`src/rtl/ref_sel_pkg.sv`:
```
// Package: shared definitions for the reference clock selector.
// Assumes: one-based input numbering with 0 meaning "no input".
package ref_sel_pkg;
    // Number of ranking slots reported alongside the selection.
    localparam int unsigned RANK_SLOTS = 3;

    // Switching policy encoded on the revertive pin.
    typedef enum logic {
        SW_HOLD   = 1'b0,
        SW_FOLLOW = 1'b1
    } sw_policy_e;

    // Converts a zero-based input position to a one-based reported index.
    function automatic int unsigned to_index(input int unsigned pos);
        return pos + 1;
    endfunction
endpackage

```
`src/rtl/ref_rank_core.sv`:
```
// Module: ref_rank_core
// Purpose: combinational ranking of qualified candidates by priority.
// Assumes: priority 0 disables an input; a smaller nonzero value is better;
//          equal priorities are ordered by ascending position. Picks are
//          one-based, with 0 for an empty slot.
module ref_rank_core #(
    parameter int N_IN  = 14,
    parameter int PRI_W = 4,
    parameter int SLOTS = 3,
    parameter int IDX_W = $clog2(N_IN + 1)
) (
    input  logic [N_IN-1:0]        valid,
    input  logic [N_IN*PRI_W-1:0]  prio,
    output logic [N_IN-1:0]        qual,
    output logic [SLOTS*IDX_W-1:0] picks,
    output logic                   any_qual
);
    import ref_sel_pkg::*;

    logic [PRI_W-1:0] prio_a [N_IN];

    // Slice the priority field of each input and work out its qualification.
    for (genvar g = 0; g < N_IN; g++) begin : g_qual
        assign prio_a[g] = prio[g*PRI_W +: PRI_W];
        assign qual[g]   = valid[g] && (prio_a[g] != '0);
    end

    assign any_qual = |qual;

    logic [N_IN-1:0]  taken;
    logic [PRI_W-1:0] best_p;
    logic             found;
    int unsigned      best_i;

    // Fill the rank slots in turn; each pass takes the best input not yet taken.
    always_comb begin
        taken  = '0;
        picks  = '0;
        best_p = '0;
        found  = 1'b0;
        best_i = 0;
        for (int k = 0; k < SLOTS; k++) begin
            best_p = '1;
            found  = 1'b0;
            best_i = 0;
            for (int i = 0; i < N_IN; i++) begin
                if (qual[i] && !taken[i] && (!found || prio_a[i] < best_p)) begin
                    found  = 1'b1;
                    best_p = prio_a[i];
                    best_i = i;
                end
            end
            if (found) begin
                picks[k*IDX_W +: IDX_W] = IDX_W'(to_index(best_i));
                taken[best_i]           = 1'b1;
            end
        end
    end
endmodule

```
`src/rtl/ref_sel_ctrl.sv`:
```
// Module: ref_sel_ctrl
// Purpose: holds the selected reference and applies the switching policy.
// Assumes: best_idx is the one-based best qualified input (0 = none) for the
//          current inputs, and qual is the per-input qualification vector.
module ref_sel_ctrl #(
    parameter int N_IN  = 14,
    parameter int IDX_W = $clog2(N_IN + 1)
) (
    input  logic             clk,
    input  logic             rst_n,
    input  logic             revertive,
    input  logic [N_IN-1:0]  qual,
    input  logic [IDX_W-1:0] best_idx,
    output logic [IDX_W-1:0] sel_q
);
    import ref_sel_pkg::*;

    localparam int EXT_W = 1 << IDX_W;

    logic [EXT_W-1:0] qual_ext;
    logic             keep;
    sw_policy_e       policy;

    // Widen the qualification vector so that any index value can be looked up.
    always_comb begin
        qual_ext = EXT_W'({qual, 1'b0});
        policy   = sw_policy_e'(revertive);
        keep     = (policy == SW_HOLD) && (sel_q != '0) && qual_ext[sel_q];
    end

    // Register the selection: hold the current input or take the best one.
    always_ff @(posedge clk) begin
        if (!rst_n)    sel_q <= '0;
        else if (!keep) sel_q <= best_idx;
    end

    // in hold mode, a still-qualified selection is never replaced.
    p_hold_r6: assert property (@(posedge clk) disable iff (!rst_n)
        (!revertive && sel_q != '0 && qual_ext[sel_q]) |=> $stable(sel_q));

    // in hold mode, a lost or empty selection moves to the best input.
    p_switch_r7: assert property (@(posedge clk) disable iff (!rst_n)
        (!revertive && !(sel_q != '0 && qual_ext[sel_q])) |=> (sel_q == $past(best_idx)));
endmodule

```
`src/rtl/ref_loss_flag.sv`:
```
// Module: ref_loss_flag
// Purpose: sticky flag for the loss of every qualified input, with masked interrupt.
// Assumes: any_now is the combinational "some input qualified" signal; clr is
//          a write-one-to-clear pulse; a set beats a clear in the same cycle.
module ref_loss_flag (
    input  logic clk,
    input  logic rst_n,
    input  logic any_now,
    input  logic clr,
    input  logic en,
    output logic sticky,
    output logic irq
);
    logic any_d;
    logic set_ev;

    // Detect the edge at which the last qualified input disappears.
    assign set_ev = any_d && !any_now;

    // Remember whether an input was qualified in the previous cycle.
    always_ff @(posedge clk) begin
        if (!rst_n) any_d <= 1'b0;
        else        any_d <= any_now;
    end

    // Sticky flag: set on the loss event, otherwise cleared by the pulse.
    always_ff @(posedge clk) begin
        if (!rst_n)      sticky <= 1'b0;
        else if (set_ev) sticky <= 1'b1;
        else if (clr)    sticky <= 1'b0;
    end

    // Interrupt output, gated by the enable.
    assign irq = sticky && en;

    // the loss event always leaves the flag set.
    p_set_r9: assert property (@(posedge clk) disable iff (!rst_n)
        (any_d && !any_now) |=> sticky);

    // without a clear, the flag never drops by itself.
    p_keep_r9: assert property (@(posedge clk) disable iff (!rst_n)
        (sticky && !clr) |=> sticky);

    // no interrupt while the enable is low.
    p_mask_r10: assert property (@(posedge clk) disable iff (!rst_n)
        !en |-> !irq);
endmodule

```
`src/rtl/ref_clk_selector.sv`:
```
// Module: ref_clk_selector (top)
// Purpose: ranks candidate references, registers the top three and the
//          selection, and flags the loss of all candidates.
// Assumes: qualification flags are synchronous to clk; every output except
//          irq is registered, so it follows the inputs by one edge.
module ref_clk_selector #(
    parameter  int N_IN  = 14,
    parameter  int PRI_W = 4,
    localparam int IDX_W = $clog2(N_IN + 1)
) (
    input  logic                  clk,
    input  logic                  rst_n,
    input  logic [N_IN-1:0]       in_valid,
    input  logic [N_IN*PRI_W-1:0] in_prio,
    input  logic                  revertive,
    input  logic                  irq_en,
    input  logic                  lost_clr,
    output logic [IDX_W-1:0]      sel_idx,
    output logic [IDX_W-1:0]      rank1,
    output logic [IDX_W-1:0]      rank2,
    output logic [IDX_W-1:0]      rank3,
    output logic                  all_lost,
    output logic                  irq
);
    import ref_sel_pkg::*;

    localparam int SLOTS = RANK_SLOTS;

    logic [N_IN-1:0]        qual;
    logic [SLOTS*IDX_W-1:0] picks;
    logic                   any_qual;
    logic [IDX_W-1:0]       rank_q [SLOTS];

    ref_rank_core #(
        .N_IN (N_IN),
        .PRI_W(PRI_W),
        .SLOTS(SLOTS),
        .IDX_W(IDX_W)
    ) u_rank (
        .valid   (in_valid),
        .prio    (in_prio),
        .qual    (qual),
        .picks   (picks),
        .any_qual(any_qual)
    );

    // Register each ranking slot.
    for (genvar s = 0; s < SLOTS; s++) begin : g_rank_reg
        always_ff @(posedge clk) begin
            if (!rst_n) rank_q[s] <= '0;
            else        rank_q[s] <= picks[s*IDX_W +: IDX_W];
        end
    end

    assign rank1 = rank_q[0];
    assign rank2 = rank_q[1];
    assign rank3 = rank_q[2];

    ref_sel_ctrl #(
        .N_IN (N_IN),
        .IDX_W(IDX_W)
    ) u_sel (
        .clk      (clk),
        .rst_n    (rst_n),
        .revertive(revertive),
        .qual     (qual),
        .best_idx (picks[IDX_W-1:0]),
        .sel_q    (sel_idx)
    );

    ref_loss_flag u_loss (
        .clk   (clk),
        .rst_n (rst_n),
        .any_now(any_qual),
        .clr   (lost_clr),
        .en    (irq_en),
        .sticky(all_lost),
        .irq   (irq)
    );

    // in follow mode, the selection equals the best-ranked input.
    p_follow_r5: assert property (@(posedge clk) disable iff (!rst_n)
        revertive |=> (sel_idx == rank1));

    // with no ranked input, nothing is selected.
    p_none_r8: assert property (@(posedge clk) disable iff (!rst_n)
        (rank1 == '0) |-> (sel_idx == '0));

    // slots fill from the top, and the first two are distinct.
    p_order_r3: assert property (@(posedge clk) disable iff (!rst_n)
        (rank2 != '0) |-> (rank1 != '0 && rank1 != rank2 && (rank3 == '0 || rank3 != rank2)));
endmodule

```
`config.mk`:
```
export PLATFORM = sky130hd
export DESIGN_NAME = ref_clk_selector
export DESIGN_NICKNAME = d
export VERILOG_FILES = /design/src/rtl/ref_sel_pkg.sv /design/src/rtl/ref_rank_core.sv /design/src/rtl/ref_sel_ctrl.sv /design/src/rtl/ref_loss_flag.sv /design/src/rtl/ref_clk_selector.sv
export SDC_FILE = /design/constraint.sdc
export NUM_CORES = 1
export LEC_CHECK = 0
export BUFFER_PORTS_ARGS = -buffer_cell sky130_fd_sc_hd__clkbuf_2
export CORE_MARGIN = 1.5
export CORE_UTILIZATION = 35
export DETAILED_ROUTE_END_ITERATION = 8
export HOLD_SLACK_MARGIN = 0.08
export SLEW_MARGIN = 20
export SYNTH_ARGS = -nofsm -noshare
export SYNTH_HDL_FRONTEND = slang
export SYNTH_HIERARCHICAL = 1
export SYNTH_SLANG_ARGS = --single-unit
```
`constraint.sdc`:
```
create_clock -name clk -period 70.1 [get_ports clk]
set_input_delay 14.02 -clock clk [delete_from_list [all_inputs] [get_ports clk]]
set_output_delay 14.02 -clock clk [all_outputs]
set_load 0.005 [all_outputs]
```
==> key figures <==
Final layout
  – Post-layout util: 44.73%
  – Share of post-route cells with drive strength above 1: 30.20%
  – Final Instance Area: 13290 um^2
  – Antenna Cells: 0
  – Fin nets: 1925
  – Final Non-Filler Cells: 2178
  – Area Overhead vs Synth: 25.20%

Floorplanning
  – Core area: 29720 um^2
  – DIE AREA: 31390 um^2
  – Die Y: 177.2 um
  – Std cell rows: 63
  – Die W: 177.2 um
  – Boundary Pins: 93
  – Initial core utilization: 35.72%

GRT
  – Antenna violations before repair: 0
  – Vias in the first global route: 12490
  – Total grt overflow: 0
  – Gr usage total: 26.51%
  – First-pass GRT wire length: 67520 um
  – Pin count of the biggest net entering global routing: 22

Routing
  – Final ANT Viol Nets: 0
  – DRC Markers: 0
  – Final WL: 44560 um
  – DRT iter0 DRCs: 1260
  – DR vias/cell: 6.221
  – Drt pass-1 iters: 5
  – Via Count: 13550
  – Wirelength per Cell: 20.46 um

Yosys
  – Post-Syn Area: 10620 um^2
  – YS warnings: 6
  – Cells after synthesis: 1564
  – Ys flop type: dfxtp_1
  – Register area share after synthesis: 3.394%
  – Synthesized Nets: 1699
  – Post-synthesis average cell area: 6.788 um^2
  – Async set-reset flop share out of synthesis: 0%
  – Netlist cell types: 126
  – Post-synth EDFFs: 0
  – #FFs+latches synth: 18

Clock tree
  – Clk sinks: 18
  – Root Buffer: clkbuf_16
  – Clock insertion delay at the later pin of the skew report: 0.24 ns
  – CTS tree: yes
  – H-tree depth: 1
  – Clock buffer depth: 2
  – Clock buffer count from CTS: 3
  – Hold bufs inserted after CTS: 0
  – Reg clk slew, reported paths: 0.05 ns

Critical path
  – Critical path endpoint: rank_q[2][1]
  – Worst r2r path cells: 5
  – FF-to-FF Start: u_sel/sel_q[0]
  – Setup CP Type: in2reg
  – Worst setup EP type: flop
  – Crit path from: in_prio[0]
  – Critical path arrival: 67.87 ns
  – Crit Path Max Fanout: 7
  – Critical path's largest stage delay: 0.53 ns
  – CP max-delay cell: or4_4
  – Worst path required time: 70.23 ns
  – R2r setup slk: 67.83 ns
  – R2R Path End: u_sel/sel_q[2]
  – Most used cell, CP: ha_1
  – Crit start category: input port

Timing
  – Final setup vio count: 0
  – Fin crit period: 67.73 ns
  – Fin crit share: 96.62%
  – Setup TNS Final: 0 ns
  – Final Max Tran Viols: 0
  – Worst slew margin: 31.08%
  – Maximum operating frequency: 0.01476 GHz
  – Worst Skew: 0.001021 ns
  – Final hold violations: 0
  – Worst-margin pin slew: 1.020 ns

Hold path
  – Worst min path class: reg2reg

Place
  – Cell count after placement: 2132
  – Port Buffers: 92
  – Post-Place Cell Area: 12180 um^2
  – HPWL Detailed: 35190 um
  – Routability Congestion: 0.9415

Job
  – Max-Cap Viols: 0

Outcome
  – Status: complete, no violations
synthesized netlist by cell type, types with 7 or more instances:
library cell  number  area (um^2)
o21a_1            23        172.7
buf_4             19        142.6
o31ai_1           19        142.6
nor2_1           157        589.3
a2111oi_0          7        61.31
a211oi_1          26        195.2
o211a_1           11        110.1
or3_1             12        75.07
xnor2_1            8        70.07
o22ai_1           14        87.58
a21o_1            23        172.7
maj3_1            11        110.1
inv_1             92        345.3
buf_2             11        55.05
a211o_1           14        122.6
a211oi_2           7        87.58
a21boi_0           8        60.06
nand3_1           48        240.2
and2_1            38        237.7
nand2b_1          19        118.9
o21ai_1           26        130.1
o21ai_0           87        435.4
a21oi_1          104        520.5
a31oi_1           28        175.2
o2111ai_1          9        78.83
mux2i_1           56        560.5
o41ai_1           11        96.34
ha_1              60        750.7
nand4_1           13        81.33
o21bai_1           8        60.06
mux2_2            21        236.5
nor2b_1           13        81.33
nor3_1            27        135.1
o211ai_1          23        172.7
buf_6             18        202.7
dfxtp_1           18        360.4
and3_1            29        181.4
and2_2             8        60.06
nand2_1          190        713.2
or2_2             20        125.1
state kept, by name (all words and copies together) (netlist names):
register       cells
u_sel/sel_q        4
u_loss/sticky      1
u_loss/any_d       1
rank_q            12
worst min path at each step:
stage                          endpoint  cells after the start    startpoint
after floorplan           u_loss/sticky                      2  u_loss/any_d
after global placement    u_loss/sticky                      2  u_loss/any_d
after detailed placement  u_loss/sticky                      2  u_loss/any_d
after CTS                 u_loss/sticky                      2  u_loss/any_d
after global routing      u_loss/sticky                      2  u_loss/any_d
final                     u_loss/sticky                      2  u_loss/any_d
per-stage QoR:
| stage | hold slack [ns] | setup slack (ns) |
|---|---|---|
| after global placement | 0.4634 | 0.2695 |
| final | 0.4756 | 2.369 |
| after detailed placement | 0.4700 | -0.4275 |
| after CTS | 0.4784 | 0.009770 |
| after floorplan | 0.4405 | 1.477 |
| after global routing | 0.5061 | -0.4855 |
metal layers:
layer	GRT usage (%)	share of wire, %	vias up
met5	0	0	-
met4	6.391	2.2	0
met2	43.52	46	548
met1	37.59	45	6529
met3	1.439	6.5	72
li1	-	-	6401
worst max-delay path: cells and delay by family:
family,cells,cell delay (ns)
AO/OA/AOI/OAI,114,19.24
adder cells (fa/ha/maj),42,11.13
buffers and inverters,29,2.61
multiplexers,26,6.87
AND/OR/NAND/NOR,98,13.89
cell usage in the layout, fill, tap and decap left out, types with 9 or more instances in the layout:
cell      Yosys  final
o21ai_2       5     14
a31oi_1      28     25
o21a_1       23     21
or2_2        20     19
maj3_1       11     11
ha_1         60     46
mux2i_2       0     11
and2_4        1      9
a211oi_1     26     24
o211ai_1     23     23
or3_1        12     12
inv_1        92     88
and2_1       38     30
nor2_2        0     10
a21oi_2       5     18
nand4_1      13     13
nor2b_1      13     12
o21ai_1      26     31
nand2_2       2     14
clkbuf_2      0     91
nand2_1     190    178
nand3_1      48     45
mux2i_1      56     44
a21o_1       23     23
o21ai_0      87     73
o211a_1      11     11
buf_4        19    188
nand2b_1     19     17
nor2_1      157    145
and3_1       29     26
ha_4          0     11
nor3_1       27     24
o22ai_1      14     14
o41ai_1      11      9
o31ai_1      19     17
dfxtp_1      18     18
a21oi_1     104     87
mux2_2       21     19
a211o_1      14     14
cell type report:
cell class	count	area [um^2]
Fill cell	3115	16430
Multi-Input combinational cell	1390	10120
Timing Repair Buffer	281	1883
Tap cell	390	488.0
Sequential cell	18	360.3
Inverter	96	360.3
Clock buffer	3	75.07
cell families after synthesis:
logic type               after synthesis  share of synthesized area, %
AO/OA/AOI/OAI                        591                         41.50
buffers and inverters                156                         7.908
AND/OR/NAND/NOR                      632                         29.51
XOR/XNOR                               8                        0.6600
adder cells (fa/ha/maj)               72                         8.215
multiplexers                          87                         8.816
flip-flops                            18                         3.394
repair_timing:
action                                  in CTS  in global routing
pin swaps                                    0                 79
resized for setup                            4                162
endpoints found under the hold margin        0                  0
setup buffers                                0                 43
endpoints found under the setup margin       4                  4
Power is left out: the tool's default activity adds up to more than one toggle a clock period on the data nets, which glitch-free logic cannot reach.
